File: config.mk
export PLATFORM = sky130hd
export DESIGN_NAME = wbtrap_line_ctrl
export DESIGN_NICKNAME = d
export VERILOG_FILES = /design/src/rtl/wbtrap_pkg.sv /design/src/rtl/wbtrap_snoop_decode.sv /design/src/rtl/wbtrap_cpu_arb.sv /design/src/rtl/wbtrap_line_fsm.sv /design/src/rtl/wbtrap_out_reg.sv /design/src/rtl/wbtrap_line_ctrl.sv
export SDC_FILE = /design/constraint.sdc
export NUM_CORES = 1
export LEC_CHECK = 0
export ABC_AREA = 1
export CORE_ASPECT_RATIO = 0.7
export CORE_MARGIN = 1
export CORE_UTILIZATION = 31
export CTS_CLUSTER_SIZE = 14
export DETAILED_ROUTE_END_ITERATION = 10
export GPL_TIMING_DRIVEN = 1
export PLACE_DENSITY = 0.55
export SLEW_MARGIN = 30
export SYNTH_ARGS = -nofsm -noshare
export SYNTH_HDL_FRONTEND = slang
export SYNTH_SLANG_ARGS = --single-unit
File: constraint.sdc
create_clock -name clk -period 3.5 [get_ports clk]
set_input_delay 0.35 -clock clk [delete_from_list [all_inputs] [get_ports clk]]
set_output_delay 0.35 -clock clk [all_outputs]
set_load 0.05 [all_outputs]
File: src/rtl/wbtrap_pkg.sv
package wbtrap_pkg;

  typedef enum logic [1:0] {
    BUS_RDS = 2'b00,
    BUS_RDX = 2'b01,
    BUS_WB  = 2'b10,
    BUS_NOP = 2'b11
  } bus_op_e;

  typedef enum logic [3:0] {
    LN_I    = 4'd0,
    LN_S    = 4'd1,
    LN_O    = 4'd2,
    LN_M    = 4'd3,
    LN_ISP  = 4'd4,
    LN_IMP  = 4'd5,
    LN_WB1  = 4'd6,
    LN_WB2  = 4'd7,
    LN_TRAP = 4'd8
  } line_st_e;

  typedef enum logic [1:0] {
    CPU_NONE = 2'd0,
    CPU_RD   = 2'd1,
    CPU_WR   = 2'd2,
    CPU_EV   = 2'd3
  } cpu_op_e;

endpackage

File: src/rtl/wbtrap_snoop_decode.sv
module wbtrap_snoop_decode
  import wbtrap_pkg::*;
#(
  parameter int NODE_W  = 3,
  parameter int NODE_ID = 2
) (
  input  logic              snp_valid,
  input  logic [NODE_W-1:0] snp_src,
  input  logic [1:0]        snp_type,
  input  logic [NODE_W-1:0] first_req,
  output logic              own_rds,
  output logic              own_rdx,
  output logic              own_wb,
  output logic              oth_rds,
  output logic              oth_rdx,
  output logic              oth_rdx_new
);
  localparam logic [NODE_W-1:0] SELF = NODE_W'(NODE_ID);

  logic is_self;
  logic is_rds, is_rdx, is_wb;

  always_comb begin
    is_self     = (snp_src == SELF);
    is_rds      = snp_valid && (snp_type == BUS_RDS);
    is_rdx      = snp_valid && (snp_type == BUS_RDX);
    is_wb       = snp_valid && (snp_type == BUS_WB);
    own_rds     = is_rds && is_self;
    own_rdx     = is_rdx && is_self;
    own_wb      = is_wb && is_self;
    oth_rds     = is_rds && !is_self;
    oth_rdx     = is_rdx && !is_self;
    oth_rdx_new = oth_rdx && (snp_src != first_req);
  end
endmodule

File: src/rtl/wbtrap_cpu_arb.sv
module wbtrap_cpu_arb
  import wbtrap_pkg::*;
(
  input  logic    cpu_rd,
  input  logic    cpu_wr,
  input  logic    cpu_evict,
  input  logic    snp_valid,
  output cpu_op_e op
);
  always_comb begin
    if (snp_valid)      op = CPU_NONE;
    else if (cpu_evict) op = CPU_EV;
    else if (cpu_wr)    op = CPU_WR;
    else if (cpu_rd)    op = CPU_RD;
    else                op = CPU_NONE;
  end
endmodule

File: src/rtl/wbtrap_line_fsm.sv
module wbtrap_line_fsm
  import wbtrap_pkg::*;
#(
  parameter int NODE_W = 3
) (
  input  logic              clk,
  input  logic              rst,
  input  cpu_op_e           op,
  input  logic              own_rds,
  input  logic              own_rdx,
  input  logic              own_wb,
  input  logic              oth_rds,
  input  logic              oth_rdx,
  input  logic              oth_rdx_new,
  input  logic [NODE_W-1:0] snp_src,
  output line_st_e          st_q,
  output logic [NODE_W-1:0] first_req_q,
  output logic              iss_v,
  output bus_op_e           iss_op,
  output logic              trap_evt
);
  line_st_e st_d;
  logic     cap_req;

  always_comb begin
    st_d     = st_q;
    iss_v    = 1'b0;
    iss_op   = BUS_NOP;
    trap_evt = 1'b0;
    cap_req  = 1'b0;
    case (st_q)
      LN_I: begin
        if (op == CPU_RD) begin
          iss_v = 1'b1; iss_op = BUS_RDS; st_d = LN_ISP;
        end else if (op == CPU_WR) begin
          iss_v = 1'b1; iss_op = BUS_RDX; st_d = LN_IMP;
        end
      end
      LN_S: begin
        if (oth_rdx) st_d = LN_I;
        else if (op == CPU_WR) begin
          iss_v = 1'b1; iss_op = BUS_RDX; st_d = LN_IMP;
        end else if (op == CPU_EV) st_d = LN_I;
      end
      LN_O: begin
        if (oth_rdx) st_d = LN_I;
        else if (op == CPU_WR) begin
          iss_v = 1'b1; iss_op = BUS_RDX; st_d = LN_IMP;
        end else if (op == CPU_EV) begin
          iss_v = 1'b1; iss_op = BUS_WB; st_d = LN_WB1;
        end
      end
      LN_M: begin
        if (oth_rdx) st_d = LN_I;
        else if (oth_rds) st_d = LN_O;
        else if (op == CPU_EV) begin
          iss_v = 1'b1; iss_op = BUS_WB; st_d = LN_WB1;
        end
      end
      LN_ISP: if (own_rds) st_d = LN_S;
      LN_IMP: if (own_rdx) st_d = LN_M;
      LN_WB1: begin
        if (own_wb) st_d = LN_I;
        else if (oth_rdx) begin
          st_d = LN_WB2; cap_req = 1'b1;
        end
      end
      LN_WB2: begin
        if (own_wb) st_d = LN_I;
        else if (oth_rdx_new) begin
          st_d = LN_TRAP; trap_evt = 1'b1;
        end
      end
      LN_TRAP: st_d = LN_TRAP;
      default: st_d = LN_I;
    endcase
  end

  always_ff @(posedge clk) begin
    if (rst) begin
      st_q        <= LN_I;
      first_req_q <= '0;
    end else begin
      st_q <= st_d;
      if (cap_req) first_req_q <= snp_src;
    end
  end

  // the second pending state only leaves for Invalid or the trap
  assert_wb2_exit_R10: assert property (@(posedge clk) disable iff (rst)
    st_q == LN_WB2 |=> (st_q == LN_WB2 || st_q == LN_I || st_q == LN_TRAP));

  // trap is absorbing
  assert_trap_sticky_R11: assert property (@(posedge clk) disable iff (rst)
    st_q == LN_TRAP |=> st_q == LN_TRAP);

  // entry to the second pending state only from writeback-pending
  assert_wb2_entry_R8: assert property (@(posedge clk) disable iff (rst)
    $rose(st_q == LN_WB2) |-> $past(st_q) == LN_WB1);
endmodule

File: src/rtl/wbtrap_out_reg.sv
module wbtrap_out_reg
  import wbtrap_pkg::*;
(
  input  logic       clk,
  input  logic       rst,
  input  logic       iss_v,
  input  bus_op_e    iss_op,
  input  logic       trap_evt,
  output logic       req_valid,
  output logic [1:0] req_type,
  output logic       recover
);
  always_ff @(posedge clk) begin
    if (rst) begin
      req_valid <= 1'b0;
      req_type  <= BUS_NOP;
      recover   <= 1'b0;
    end else begin
      req_valid <= iss_v;
      req_type  <= iss_v ? iss_op : BUS_NOP;
      if (trap_evt) recover <= 1'b1;
    end
  end

  // once raised, the flag holds until reset
  assert_recover_hold_R11: assert property (@(posedge clk) disable iff (rst)
    recover |=> recover);
endmodule

File: src/rtl/wbtrap_line_ctrl.sv
module wbtrap_line_ctrl
  import wbtrap_pkg::*;
#(
  parameter int NODE_W  = 3,
  parameter int NODE_ID = 2
) (
  input  logic              clk,
  input  logic              rst,
  input  logic              cpu_rd,
  input  logic              cpu_wr,
  input  logic              cpu_evict,
  input  logic              snp_valid,
  input  logic [NODE_W-1:0] snp_src,
  input  logic [1:0]        snp_type,
  output logic              req_valid,
  output logic [1:0]        req_type,
  output logic [3:0]        line_state,
  output logic              recover
);
  localparam logic [NODE_W-1:0] SELF = NODE_W'(NODE_ID);

  cpu_op_e           op;
  line_st_e          st_q;
  logic [NODE_W-1:0] first_req_q;
  logic own_rds, own_rdx, own_wb, oth_rds, oth_rdx, oth_rdx_new;
  logic    iss_v, trap_evt;
  bus_op_e iss_op;

  wbtrap_cpu_arb u_arb (
    .cpu_rd(cpu_rd), .cpu_wr(cpu_wr), .cpu_evict(cpu_evict),
    .snp_valid(snp_valid), .op(op)
  );

  wbtrap_snoop_decode #(.NODE_W(NODE_W), .NODE_ID(NODE_ID)) u_dec (
    .snp_valid(snp_valid), .snp_src(snp_src), .snp_type(snp_type),
    .first_req(first_req_q),
    .own_rds(own_rds), .own_rdx(own_rdx), .own_wb(own_wb),
    .oth_rds(oth_rds), .oth_rdx(oth_rdx), .oth_rdx_new(oth_rdx_new)
  );

  wbtrap_line_fsm #(.NODE_W(NODE_W)) u_fsm (
    .clk(clk), .rst(rst), .op(op),
    .own_rds(own_rds), .own_rdx(own_rdx), .own_wb(own_wb),
    .oth_rds(oth_rds), .oth_rdx(oth_rdx), .oth_rdx_new(oth_rdx_new),
    .snp_src(snp_src), .st_q(st_q), .first_req_q(first_req_q),
    .iss_v(iss_v), .iss_op(iss_op), .trap_evt(trap_evt)
  );

  wbtrap_out_reg u_out (
    .clk(clk), .rst(rst), .iss_v(iss_v), .iss_op(iss_op),
    .trap_evt(trap_evt), .req_valid(req_valid), .req_type(req_type),
    .recover(recover)
  );

  assign line_state = st_q;

  // a request pulse always follows a processor input in a snoop-free cycle
  assert_issue_cause_R2: assert property (@(posedge clk) disable iff (rst)
    req_valid |-> ($past(cpu_rd || cpu_wr || cpu_evict) && !$past(snp_valid)));

  // recovery is raised only by a foreign read-exclusive
  assert_recover_cause_R10: assert property (@(posedge clk) disable iff (rst)
    $rose(recover) |-> $past(snp_valid && snp_type == 2'b01 && snp_src != SELF));

  // own writeback closes the second pending state
  assert_own_wb_done_R9: assert property (@(posedge clk) disable iff (rst)
    (line_state == 4'd7 && snp_valid && snp_type == 2'b10 && snp_src == SELF)
      |=> (line_state == 4'd0 && !recover));
endmodule

==> metrics.md, run 1 <==
| Metric | Value |
|---|---|
| Vias post-DR | `943` |
| Global-route wire length before repair | `3700 um` |
| Fin crit period | `2350 ps` |
| Initial antenna violation count | `0` |
| Pint | `0.000368 W` |
| Rows | `16` |
| Layout cells sized above 1 | `13.9%` |
| Peak supply drop | `0.301 mV` |
| Synth top area share | `23.6%` |
| Setup_tns | `0 ps` |
| Yosys warns | `0` |
| Syn_nets | `167` |
| ANT cells | `0` |
| R2R setup slack | `1960 ps` |
| Iter 0 DRT Violations | `41` |
| Design Area, Final | `0.00120 mm^2` |
| Final Hold Vio Count | `0` |
| Max clock buf depth | `2` |
| Drt via density | `4.51` |
| Routed Antenna Nets | `0` |
| Yosys top cell by area | `dfxtp_1` |
| Setup ws final | `1150 ps` |
| Most frequent CP cell | `nor2_1` |
| Cell count after synthesis | `152` |
| Switching Share | `46.3%` |
| Most frequent cells in the layout | `nand2_1 (41), inv_1 (22), nor2_1 (20)` |
| Post-layout nets | `189` |
| Hold Path Stages | `2` |
| CP Launch Point | `snp_valid` |
| CP top delay family | `simple AND/OR/NAND/NOR gates` |
| Post CTS Setup Buffer Count | `0` |
| Sequential share of the synthesized area | `23.6%` |
| Final non-filler cell total | `209` |
| Placed cell areas | `0.00115 mm^2` |
| Clock latency on the worst-skew pair | `240 ps` |
| Area contributors post-synth | `dfxtp_1 (24%), nand2_1 (17%), inv_1 (8.9%)` |
| Clock sink count | `11` |
| Final worst-path cycle share | `67.3%` |
| Cell count along the critical path | `12` |
| CP Launch Type | `primary input` |
| Min-delay worst type | `flop to flop` |
| Clock share of power | `18.5%` |
| Hold Slack | `450 ps` |
| Hold_sp | `u_out.recover$_SDFFE_PP0P_` |
| Top Ports | `19` |
| Worst path bufs/invs | `2` |
| CP Capture Type | `flop` |
| Die area | `0.00323 mm^2` |
| Comb power frac | `56.9%` |
| Cells along the critical path | `clkdlybuf4s50_1, nor2_1, a31oi_1, inv_1, ha_1, or2_2, nor2_1, nand2_1, nand2_1, nor2_1, a21oi_1, nor2_1` |
| Reg clk slew, reported paths | `50 ps` |
| RSZ-0062 raised after global routing | `false` |
| Die height | `47.9 um` |
| Critical Setup Path Class | `primary input to flop` |
| Power per cell area | `573 mW/mm^2` |
| Vias in the first global route | `818` |
| Synth Area per Inst | `6.13 um^2` |
| Core area | `0.00282 mm^2` |
| Crit path DAT | `2470 ps` |
| Crit path max fanout | `6` |
| Routed WL | `2300 um` |
| Total Routing Usage GR | `15.7%` |
| Clk root buf | `clkbuf_8` |
| Fill count | `283` |
| 1st-pass router iterations | `4` |
| Place WS | `906 ps` |
| Die W | `67.5 um` |
| Avg WL per Cell | `11.0 um` |
| Worst Skew | `3.50 ps` |
| Largest net degree at the start of global routing | `10` |
| Placer Congestion | `0.861` |
| Pins over their slew limit | `0` |
| Hpwl dp | `1850 um` |
| Post-CTS Hold Buffers | `0` |
| Buffers on Ports | `18` |
| H-tree depth | `1` |
| CTS Buf Count | `3` |
| Max-cap violations | `0` |
| Synth-to-layout area growth | `28.6%` |
| Flop pwr share | `24.5%` |
| Status | `finished, final reports clean` |
| Fmax | `425 MHz` |
| DP Cell Count | `205` |
| Starting utilization of the core area | `33.0%` |
| Measured slew at the worst slew-check pin | `516 ps` |
| Mapped Area | `932 um^2` |
| Slowest cell on crit path | `clkdlybuf4s50_1` |
| Post-synthesis register bit count | `11` |
| CTS tree | `done` |
| Static leakage | `0.550 nW` |
| Setup violations, final | `0` |
| Global route total overflow | `0` |
| FF-to-FF path depth | `5` |
| CP required | `3610 ps` |
| Worst reg2reg startpoint | `u_fsm.st_q[1]$_SDFFE_PP0P_` |
| Post-CTS Resized | `0` |
| Commonest non-fill, non-tap cell in the layout | `nand2_1` |
| Switching pwr | `0.000318 W` |
| Detailed-route DRC error count | `0` |
| Worst path max stage delay | `580 ps` |
| Synth cell types | `29` |
| Slew margin rel. | `65.5%` |
[registers in the layout, indices dropped and copies added, names as in the netlist]
name and flops:
u_out.recover 1, u_out.req_valid 1, u_out.req_type 2, u_fsm.st_q 4, u_fsm.first_req_q 3
[per-layer routing]
layer / wire length, um / up-vias / share of wire (%) / track usage (%)
met1: 1290 / 401 / 56 / 23.0
met5: 0 / - / 0 / 0
met4: 8 / 0 / 0.35 / 2.55
met3: 120 / 2 / 5.2 / 4.76
li1: - / 518 / - / -
met2: 879 / 22 / 38 / 22.6
[stage by stage]
stage / power (W) / utilization, %
after floorplan: 0.000464 / -
after global placement: 0.000561 / 40.9
final: 0.000687 / 42.5
after CTS: 0.000690 / 42.5
after global routing: 0.000746 / 42.5
after detailed placement: 0.000560 / 40.9
[synth_stat cells (all sizes together)]
library cell,instances
o21a,2
a221oi,1
nand3,9
a211oi,2
inv,27
nand2,47
or2,1
dfxtp,11
buf,1
nand4,1
nand3b,2
ha,4
a21oi,9
nor2,24
xnor2,1
clkinv,1
a31oi,2
o21ai,6
nor3,1
[power groups by stage]
stage	clock network [W]	registers, W	logic, W
6_report	0.000127	0.000168	0.000391
5_1_grt	0.000139	0.000172	0.000436
2_1_floorplan	0	0.000232	0.000232
3_3_place_gp	0	0.000172	0.000389
4_1_cts	0.000130	0.000169	0.000391
3_5_place_dp	0	0.000171	0.000389
[layout make-up]
| class | count | area (um^2) | area share [%] |
|---|---|---|---|
| Multi-Input combinational cell | 112 | 602 | 50.2 |
| Sequential cell | 11 | 220 | 18.4 |
| Timing Repair Buffer | 18 | 180 | 15.0 |
| Inverter | 28 | 106 | 8.87 |
| Clock buffer | 4 | 45.0 | 3.76 |
| Tap cell | 36 | 45.0 | 3.76 |
[cells by family (layout without fill, tap and decap cells)]
| logic type | after synthesis | in the layout | synth area share [%] |
|---|---|---|---|
| compound gates | 22 | 22 | 14.6 |
| simple gates | 85 | 85 | 43.6 |
| flops | 11 | 11 | 23.6 |
| xor+xnor | 1 | 1 | 0.940 |
| buf+inv | 29 | 50 | 11.8 |
| fa+ha+maj | 4 | 4 | 5.37 |
[worst paths after layout]
path,endpoint
min,u_out.recover$_SDFFE_PP0P_
min reg2reg,u_out.recover$_SDFFE_PP0P_
max reg2reg,u_out.req_type[0]$_SDFF_PP1_
max,u_fsm.st_q[1]$_SDFFE_PP0P_
[worst reg2reg max path, delay by kind of cell (launching register included)]
kind               cells  cell delay, ps
AOI/OAI and AO/OA      1             260
DFF                    1             500
and+or+nand+nor        4             660
Note: power is estimated with default switching activity, not from simulation.
==> inputs of run 2 (changes only) <==
--- a/config.mk
+++ b/config.mk
@@ -12,7 +12,7 @@
 export CTS_CLUSTER_SIZE = 14
 export DETAILED_ROUTE_END_ITERATION = 10
 export GPL_TIMING_DRIVEN = 1
-export PLACE_DENSITY = 0.55
+export PLACE_DENSITY = 0.57
 export SLEW_MARGIN = 30
 export SYNTH_ARGS = -nofsm -noshare
 export SYNTH_HDL_FRONTEND = slang
==> constraint.sdc (replaced) <==
create_clock -name clk -period 1.95 [get_ports clk]
set_input_delay 0.195 -clock clk [delete_from_list [all_inputs] [get_ports clk]]
set_output_delay 0.195 -clock clk [all_outputs]
set_load 0.05 [all_outputs]
==> run 2 against run 1 <==
Worst setup slack worse by 990 ps. Sequential power is 81% higher. Sequential share of layout area shrank 1.6 points. Non-clock buffer count rose by 9. First-iteration DRC count grew 20%. Flip-flop and latch count did not move. Via count rose by 7.4%. Combinational power grew 100%. Cell count up 4.3%. Critical path type unchanged. Critical endpoint is now u_fsm.st_q[0]$_SDFFE_PP0P_. Highest routed layer is now met3.
==> metrics.md, run 2 (synthesis gave the netlist of run 1 again) <==
| Metric | Value |
|---|---|
| Max clock buf depth | `2` |
| Seq. cell area | `220 um^2` |
| Starting utilization of the core area | `33.0%` |
| Multi-input logic area | `649 um^2` |
| Vias post-DR | `1013` |
| CP required | `2120 ps` |
| Buffers on Ports | `18` |
| Crit path DAT | `1960 ps` |
| Clk root buf | `clkbuf_8` |
| Hold Path Stages | `2` |
| Placed cell areas | `0.00122 mm^2` |
| Global-route wire length before repair | `3570 um` |
| Worst path bufs/invs | `7` |
| 1st-pass router iterations | `4` |
| ANT cells | `0` |
| Commonest non-fill, non-tap cell in the layout | `nand2_1` |
| Vias in the first global route | `833` |
| Setup_tns | `0 ps` |
| Rows | `16` |
| Status | `finished, final reports clean` |
| Reg clk slew, reported paths | `50 ps` |
| Static leakage | `0.594 nW` |
| Iter 0 DRT Violations | `49` |
| Slowest cell on crit path | `clkdlybuf4s50_1` |
| RSZ-0062 raised after global routing | `false` |
| Setup ws final | `154 ps` |
| Post-CTS Hold Buffers | `0` |
| CP top delay family | `buffers and inverters` |
| Worst Skew | `1.74 ps` |
| FF-to-FF path depth | `5` |
| Avg WL per Cell | `10.3 um` |
| Power per cell area | `999 mW/mm^2` |
| Cell count along the critical path | `17` |
| Max reg flops | `4` |
| Routed WL | `2250 um` |
| Fin crit period | `1800 ps` |
| Pins over their slew limit | `0` |
| Most frequent cells in the layout | `nand2_1 (38), inv_1 (20), nor2_1 (17), clkdlybuf4s50_1 (17), dfxtp_1 (11)` |
| Slew margin rel. | `65.7%` |
| Clock latency on the worst-skew pair | `230 ps` |
| Setup violations, final | `0` |
| Crit path max fanout | `3` |
| Min-delay worst type | `flop to flop` |
| Initial antenna violation count | `0` |
| CTS Buf Count | `3` |
| Most frequent CP cell | `nand2_1` |
| Total Routing Usage GR | `14.7%` |
| Worst reg2reg startpoint | `u_fsm.st_q[1]$_SDFFE_PP0P_` |
| Final Hold Vio Count | `0` |
| Detailed-route DRC error count | `0` |
| R2R setup slack | `470 ps` |
| Fin util | `46.6%` |
| Peak supply drop | `0.787 mV` |
| Biggest register | `u_fsm.st_q` |
| CP Capture Type | `flop` |
| Hold endpoint | `u_out.recover$_SDFFE_PP0P_` |
| Fmax | `557 MHz` |
| Top Ports | `19` |
| Die W | `67.5 um` |
| H-tree depth | `1` |
| Worst path max stage delay | `450 ps` |
| Fill count | `275` |
| Routed Antenna Nets | `0` |
| Global route total overflow | `0` |
| Hpwl dp | `1740 um` |
| Measured slew at the worst slew-check pin | `513 ps` |
| Synth-to-layout area growth | `41.2%` |
| Die area | `0.00323 mm^2` |
| CP Launch Type | `primary input` |
| Layout cells sized above 1 | `24.7%` |
| Final worst-path cycle share | `92.1%` |
| Die height | `47.9 um` |
| Worst r2r dst | `u_out.req_type[1]$_SDFF_PP1_` |
| Critical Setup Path Class | `primary input to flop` |
| Place WS | `-278 ps` |
| Hold_sp | `u_out.recover$_SDFFE_PP0P_` |
| Largest regs | `u_fsm.st_q x4, u_fsm.first_req_q x3, u_out.req_type x2` |
| CTS tree | `done` |
| Drt via density | `4.65` |
| Placer Congestion | `0.851` |
| Post-layout nets | `198` |
| Design Area, Final | `0.00132 mm^2` |
| Core area | `0.00282 mm^2` |
| Cells along the critical path | `clkdlybuf4s50_1, inv_1, nor2_2, buf_4, inv_2, nand2_4, buf_6, inv_1, ha_2, nor2_2, buf_4, nor2_1, nand2_1, nor2_1, nand2_1, nand2_1, a21oi_2` |
| Max-cap violations | `0` |
| Largest net degree at the start of global routing | `10` |
| Clock sink count | `11` |
run 2: cell count changes in the layout (fill, tap and decap cells not counted), sizes merged:
cell           previous run  this run
buf                       0         9
clkdlybuf4s50            18        17
dlygate4sd2               0         1
run 2: power by group:
part / switching (W) / internal (W)
Sequential: 0.0000441 / 0.000260
Clock: 0.0000864 / 0.000144
Combinational: 0.000470 / 0.000311
Total: 0.000601 / 0.000715
run 2: per-layer routing:
metal / routed length, um / vias to the layer above / global-route usage (%) / part of all wire [%]
met4: 0 / 0 / 1.28 / 0
met1: 1140 / 462 / 21.1 / 51
li1: - / 534 / - / -
met5: 0 / - / 0 / 0
met2: 993 / 17 / 22.4 / 44
met3: 109 / 0 / 4.29 / 4.9
run 2: area by class of cell:
type / count / area share, %
Inverter: 28 / 8.08
Sequential cell: 11 / 16.7
Timing Repair Buffer: 27 / 19.0
Multi-Input combinational cell: 112 / 49.3
Clock buffer: 4 / 3.42
Tap cell: 36 / 3.42
run 2: repair_timing:
action	in CTS	in global routing
gates cloned	0	0
setup buffers	0	0
gates resized for setup	2	15
setup endpoints to repair	4	5
pin swaps	0	10
run 2: per-stage QoR:
step | total power, W | hold slack, ps | instances
after global routing | 0.00142 | 470 | 218
final | 0.00132 | 450 | 218
after detailed placement | 0.00103 | 449 | 214
after floorplan | 0.000833 | 359 | 152
after global placement | 0.00103 | 445 | 214
after CTS | 0.00127 | 455 | 218
run 2: worst max-delay path by stage:
stage	from	end
after floorplan	cpu_evict	u_fsm.st_q[0]$_SDFFE_PP0P_
after global placement	snp_valid	u_fsm.st_q[0]$_SDFFE_PP0P_
after detailed placement	snp_valid	u_fsm.st_q[0]$_SDFFE_PP0P_
after CTS	cpu_evict	u_fsm.st_q[0]$_SDFFE_PP0P_
after global routing	cpu_evict	u_fsm.st_q[0]$_SDFFE_PP0P_
final	cpu_evict	u_fsm.st_q[0]$_SDFFE_PP0P_
run 2: worst min-delay path, cell delays in order (launching register included):
cell,delay [ps]
dfxtp_1,310
inv_1,50
a21oi_1,50
